### config.mk
export PLATFORM = sky130hd
export DESIGN_NAME = sar_conv_engine
export DESIGN_NICKNAME = d
export VERILOG_FILES = /design/src/rtl/sar_conv_engine.sv
export SDC_FILE = /design/constraint.sdc
export NUM_CORES = 1
export LEC_CHECK = 0
export ABC_AREA = 1
export BUFFER_PORTS_ARGS = -buffer_cell sky130_fd_sc_hd__buf_4
export CAP_MARGIN = 20
export CORE_ASPECT_RATIO = 2
export CORE_MARGIN = 2
export CORE_UTILIZATION = 35
export CTS_BUF_LIST = sky130_fd_sc_hd__clkbuf_16
export CTS_CLUSTER_SIZE = 30
export DETAILED_ROUTE_END_ITERATION = 16
export PLACE_DENSITY = 0.66
export SLEW_MARGIN = 20
export SYNTH_ARGS = -nofsm -noshare
export SYNTH_HDL_FRONTEND = slang
export SYNTH_SLANG_ARGS = --single-unit
### constraint.sdc
create_clock -name clk -period 1.85 [get_ports clk]
set_input_delay 0.0925 -clock clk [delete_from_list [all_inputs] [get_ports clk]]
set_output_delay 0.0925 -clock clk [all_outputs]
set_load 0.05 [all_outputs]
### src/rtl/sar_conv_engine.sv
module sar_conv_engine #(
  parameter int NBITS = 10,
  parameter int PRS_W = 5
) (
  input  logic             clk,
  input  logic             rst_n,
  input  logic             enable,
  input  logic             start,
  input  logic [PRS_W-1:0] prs,
  input  logic [1:0]       smp,
  input  logic             cmp_ge,
  input  logic             test_mode,
  input  logic             test_wr,
  input  logic [NBITS-1:0] test_data,
  output logic [NBITS-1:0] dac_code,
  output logic [NBITS-1:0] result,
  output logic             eoc,
  output logic             busy
);
  localparam int BW = (NBITS > 2) ? $clog2(NBITS) : 1;
  localparam logic [BW-1:0] TOP = BW'(NBITS - 1);
  localparam logic [NBITS-1:0] ONE = NBITS'(1);

  typedef enum logic [1:0] {IDLE, SAMP, CONV} st_t;

  st_t              st;
  logic [PRS_W-1:0] pcnt, prs_q;
  logic             half;
  logic [1:0]       smp_q;
  logic [4:0]       scnt;
  logic [BW-1:0]    bidx;
  logic [NBITS-1:0] sar;

  wire             tick     = (st != IDLE) && (pcnt == prs_q) && half;
  wire [4:0]       samp_len = 5'd2 + (5'd2 << smp_q);
  wire [NBITS-1:0] mask     = ONE << bidx;
  wire [NBITS-1:0] kept     = cmp_ge ? sar : (sar & ~mask);
  wire [NBITS-1:0] next_sar = (bidx == '0) ? kept : (kept | (mask >> 1));

  assign dac_code = sar;
  assign busy     = (st != IDLE);

  always_ff @(posedge clk or negedge rst_n) begin
    if (!rst_n) begin
      st     <= IDLE;
      pcnt   <= '0;
      prs_q  <= '0;
      half   <= 1'b0;
      smp_q  <= '0;
      scnt   <= '0;
      bidx   <= '0;
      sar    <= '0;
      result <= '0;
      eoc    <= 1'b0;
    end else begin
      eoc <= 1'b0;
      if (!enable) begin
        st   <= IDLE;
        pcnt <= '0;
        half <= 1'b0;
      end else if (st == IDLE) begin
        pcnt <= '0;
        half <= 1'b0;
        if (start) begin
          st    <= SAMP;
          prs_q <= prs;
          smp_q <= smp;
          scnt  <= '0;
        end else if (test_mode && test_wr) begin
          sar <= test_data;
        end
      end else begin
        if (pcnt == prs_q) begin
          pcnt <= '0;
          half <= ~half;
        end else begin
          pcnt <= pcnt + 1'b1;
        end
        if (tick) begin
          if (st == SAMP) begin
            if (scnt == samp_len - 5'd1) begin
              st   <= CONV;
              sar  <= ONE << TOP;
              bidx <= TOP;
            end else begin
              scnt <= scnt + 5'd1;
            end
          end else begin
            sar <= next_sar;
            if (bidx == '0) begin
              result <= kept;
              eoc    <= 1'b1;
              st     <= IDLE;
            end else begin
              bidx <= bidx - 1'b1;
            end
          end
        end
      end
    end
  end
endmodule

After elaboration in Yosys (flattened, before gate mapping)
Index checks and enable logic that the tools add are counted.
Widths: inputs -> output; s select.
{"block": "word_totals", "ff_bits": 45, "in_bits": 24, "out_inout_bits": 22, "elab_cells": 86}
{"block": "op_classes", "addsub": 5, "n_eq_ne": 15, "shifts": 2, "n_mux": 34, "bitwise": 6, "n_reduce_logical": 14}
{"operator": "$mux 10", "count": 8}
{"operator": "$mux 5", "count": 8}
{"operator": "$reduce_and 5->1", "count": 4}
{"operator": "$mux 2", "count": 7}
{"operator": "$mux 4", "count": 3}
{"operator": "$add 5x1->5 const B", "count": 2}
{"operator": "$and 10x10->10", "count": 1}
{"operator": "$eq 5x5->1", "count": 2}
{"operator": "$not 10->10", "count": 1}
{"operator": "$or 10x9->10", "count": 1}
{"operator": "$shl 1x4->10 const A", "count": 1}
{"operator": "$mux 1", "count": 8}
{"operator": "$ne 2x1->1 const B", "count": 3}
{"operator": "$ne 2x2->1 const B", "count": 3}
{"operator": "$ne 3x1->1 const B", "count": 2}
{"operator": "$reduce_bool 2->1", "count": 3}
{"operator": "$add 2x5->5 const A", "count": 1}
{"operator": "$shl 2x2->5 const A", "count": 1}
{"operator": "$sub 5x1->5 const B", "count": 1}
{"operator": "$logic_not 4->1", "count": 1}
{"operator": "$ne 4x1->1 const B", "count": 1}
{"operator": "$ne 4x3->1 const B", "count": 1}
{"operator": "$reduce_and 4->1", "count": 1}
{"operator": "$sub 4x1->4 const B", "count": 1}
{"operator": "7 further kinds", "count": 11}

Longest topological paths before layout
{"block": "logic_depth", "ltp_word": 9, "mapped_depth": 11}

Worst setup path after synthesis
OpenSTA, ideal clock, no wires.
{"block": "synth_path", "path_kind": "flip-flop to flip-flop", "from": "register st[1]", "to": "register sar[0] (netlist: dac_code[0])", "setup_ns": 0.119, "arrival_time_ns": 1.701, "slack_ns": 0.029, "stages_incl_launch_ff": 8, "cell_sequence": "dfrtp_1 buf_4 nor2_4 clkinv_1 o21ai_2 nand3_2 nand2_1 nand2_1"}
{"block": "synth_between", "elab_chain_cells": 5}
{"item": "start: declaration", "line_no": "26", "rtl": "st_t st;"}
{"item": "start signal: assignment", "line_no": "45", "rtl": "st <= IDLE;"}
{"item": "start signal: assignment", "line_no": "58", "rtl": "st <= IDLE;"}
{"item": "start signal: assignment", "line_no": "65", "rtl": "st <= SAMP;"}
{"item": "$reduce_bool 2->1"}
{"item": "net busy", "line_no": "18", "rtl": "output logic busy"}
{"item": "$logic_and 1x1->1 (2 in series)", "line_no": "34", "rtl": "wire tick = (st != IDLE) && (pcnt == prs_q) && half;"}
{"item": "$reduce_bool 2->1 (no source line)"}
{"item": "$reduce_and 5->1 (no source line)"}
{"item": "end signal: assignment", "line_no": "70", "rtl": "sar <= test_data;"}
{"item": "end signal: assignment", "line_no": "83", "rtl": "sar <= ONE << TOP;"}
{"item": "end signal: assignment", "line_no": "89", "rtl": "sar <= next_sar;"}
{"item": "end: declaration", "line_no": "32", "rtl": "logic [NBITS-1:0] sar;"}
The timed path passes the listed nets, and every way through them passes these cells. The select of a mux whose other input is x is not followed.
A chain may end at the register's enable or synchronous reset.

Worst setup path after layout
{"block": "layout_path", "from": "register bidx[0]", "to": "register bidx[2]"}
{"block": "layout_between", "elab_chain_cells": 3}
{"item": "start: declaration", "line_no": "31", "rtl": "logic [BW-1:0] bidx;"}
{"item": "start signal: assignment", "line_no": "95", "rtl": "bidx <= bidx - 1'b1;"}
{"item": "$sub 4x1->4 or $logic_not 4->1 (tied branches)", "line_no": "95, 90"}
{"item": "$mux 4 or $ne 2x1->1 (tied branches)"}
{"item": "$mux 4 or $reduce_and 5->1 (tied branches)"}
Parallel ways exist; a longest one is shown, timed or not. The select of a mux whose other input is x is not followed.

==> metrics.yaml <==
status:
  status: "finished clean"
clock_tree:
  max-clock-path-buffers: 2
  tritoncts.num_buffers: 5
  clock_tree.root_cell: "clkbuf_16"
  worst_skew_pair.late_latency_ns: 0.29
  cts-htree-levels: 2
  clk_pin_slew_ns: 0.06
  numClockSinks: 45
  tritoncts_clock_tree: "done"
synthesis:
  ys.flop_type: "dfrtp_1"
  synth.largest_area_cell: "dfrtp_1"
  ys_top_cells_by_area: "dfrtp_1, nand2_1, nand3_1, nand4_1, ha_1"
  post_synth_inst_count: 327
  ys_top_cells_by_count: "nand2_1, dfrtp_1, nand3_1"
  ys_ff_latch: 45
  post_synth_instance_area_sq_um: 2580
  syn_nets: 358
  synth-edff-count: 0
  async_reset_ff_frac: 1.00
  yosysWarnings: 0
  yosys.cell_types.count: 33
  synth_top_area_share: 0.436
  most_numerous_cell_in_the_yosys_netlist: "nand2_1"
  seq_area_frac_synth: 0.436
  avgSynthCellArea_sq_um: 7.90
die:
  row_count: 44
  die_w_um: 64.8
  io_pins: 46
  floorplan.die_area_sq_um: 8130
  initial_standard_cell_utilization_of_the_core: 0.358
  placeableCoreArea_sq_um: 7210
  floorplan.die.height_um: 126
global_route:
  grt_start_max_net_pins: 46
  global_route.usage.total: 0.170
  grt_pass1_wl_mm: 10.6
  grt_antenna_before_repair: 0
  globalRoute.totalOverflow: 0
  first_global_vias: 2355
cells_and_area:
  finalNetCount: 410
  seq_area_sq_um: 1130
  antennaDiodeCount: 0
  nFillCells: 768
  multi_input_comb_area_sq_um: 1300
  finalCoreUtilization: 0.445
  final_layout_size_suffix_gt1_frac: 0.237
  flow.area_growth_from_synthesis_pct: 24.3
power_and_ir_drop:
  share_clk_of_total_power: 0.210
  internal_power_w: 0.00228
  leakage_nw: 1.62
  power_density_nw_per_um2: 1260
  power.share.sequential: 0.347
  combinationalPowerShare: 0.443
  power_switching_share: 0.436
  total_switching_power_w: 0.00177
  power.ir.vdd_worst_mv: 0.569
drt:
  dr_wl_met3_um: 280
  wl_met1_mm: 2.31
  met2_wirelength_mm: 3.44
  viasPerCell: 4.99
  detailedRoute.firstPassIterationCount: 4
  postRouteWirelength_mm: 6.38
  highest-signal-layer: "met4"
  vias: 2350
  wire_per_inst_um: 13.6
  drt_iter0_drc: 217
  ant_nets: 0
  drcViolationCount: 0
hold_path:
  min_delay_path_depth: 2
  worst_hold_path_type: "input port to flop"
timing:
  timing.max_slew.rel_slack: 0.612
  final_hold_viol_count: 0
  actual_slew_at_the_worst_max_slew_pin_ns: 0.582
  skew_ns: 0.00810
  layout_worst_path_cycle_share: 0.935
  tns_ns: 0
  final-setup-viol-count: 0
  fmax_mhz: 578
  fin_crit_ns: 1.73
  slew_violations: 0
setup_path:
  timing.critical_path.arrival_ns: 1.91
  crit-reg2reg-launch: "bidx[0]"
  ff2ff_path_depth: 10
  rr_endpoint: "bidx[2]"
  worst_setup_path_end_kind: "flop"
  setup.worst_path.class: "flop to flop"
  critPathMaxFanout: 5
  cp-endpoint: "bidx[2]"
  rrSetupSlack_ns: 0.12
  startpoint: "bidx[0]"
  cp_data_required_time_ns: 2.03
  critical_path.startpoint_type: "flop"
place:
  routabilityCongestion: 0.882
  place_hpwl_mm: 4.85
  port-buffer-count: 45
run:
  max_cap_viol_count: 0
==> worst min path at each step <==
stage             endpoint   start  slack (ns)
2_1_floorplan      bidx[0]   rst_n       -0.20
3_3_place_gp   dac_code[2]   rst_n        0.13
3_5_place_dp   dac_code[1]   rst_n        0.13
4_1_cts           prs_q[4]  prs[4]        0.03
5_1_grt           prs_q[4]  prs[4]        0.03
6_report          prs_q[4]  prs[4]        0.03
==> flip-flops by register name, indices dropped and copies added (netlist names) <==
name / count
bidx: 4
dac_code: 10
eoc: 1
half: 1
pcnt: 5
prs_q: 5
result: 10
scnt: 5
smp_q: 2
st: 2
==> power groups by stage <==
stage	combinational, W	clock, W	sequential, W
floorplan	0.000943	0	0.00171
detailed placement	0.00180	0	0.00142
global placement	0.00177	0	0.00141
finish	0.00180	0.000850	0.00141
CTS	0.00181	0.000874	0.00140
global route	0.00199	0.000889	0.00143
==> metal layers <==
metal / vias to the layer above / track usage
met4: 0 / 0.123
met3: 23 / 0.0378
met1: 1101 / 0.167
li1: 1166 / -
met5: - / 0
met2: 60 / 0.300
==> cell families after synthesis <==
| kind of cell | after synthesis | synth area share |
|---|---|---|
| and+or+nand+nor | 185 | 0.329 |
| DFF | 45 | 0.436 |
| AOI/OAI and AO/OA | 41 | 0.0993 |
| buffers and inverters | 39 | 0.0659 |
| xor gates and xnor gates | 8 | 0.0271 |
| adders and majority gates | 7 | 0.0339 |
| muxes | 2 | 0.00872 |
==> per-stage QoR <==
step / hold WS [ns] / instance area (sq um) / cells / total power [W] / setup WS (ns)
2_1_floorplan: -0.203 / 2580 / 327 / 0.00265 / 0.0294
3_3_place_gp: 0.131 / 3040 / 462 / 0.00318 / 0.129
3_5_place_dp: 0.133 / 3040 / 462 / 0.00322 / 0.000124
4_1_cts: 0.0303 / 3200 / 471 / 0.00408 / 0.0537
5_1_grt: 0.0344 / 3210 / 471 / 0.00431 / -0.00525
6_report: 0.0345 / 3210 / 471 / 0.00405 / 0.121
==> layout by cell type, fill, tap and decap left out, types with 3 or more instances in the layout <==
master     count
a21oi_1        8
xnor2_1        4
nand2_2        3
o21ai_2       11
clkbuf_16      5
inv_1         24
nand3_1       23
nand4_1       16
nor2_1        19
nand2_1      111
buf_4         54
dfrtp_1       45
inv_2          4
ha_1           7
o21ai_0       12
xor2_1         4
o21ai_1        8
==> critical path, stage by stage (launching register included) <==
cell,delay [ns]
dfrtp_1,0.42
inv_1,0.12
ha_1,0.28
nand3_2,0.14
nor2_1,0.07
inv_1,0.07
nand2_1,0.06
nor2_2,0.17
nand2_1,0.13
nand2_1,0.07
o21ai_0,0.07
==> area by class of cell <==
cell class	count	share of cell area
Timing Repair Buffer	56	0.136
Multi-Input combinational cell	243	0.404
Inverter	28	0.0327
Sequential cell	45	0.351
Clock inverter	2	0.00234
Tap cell	92	0.0359
Clock buffer	5	0.0390
==> timing repair <==
action	CTS	global route
buffers inserted	1	0
endpoints found under the hold margin	45	0
hold buffers	1	0
setup endpoints to repair	8	18
pin swaps	1	0
gates resized for setup	0	6
(Power assumes the default switching activity.)
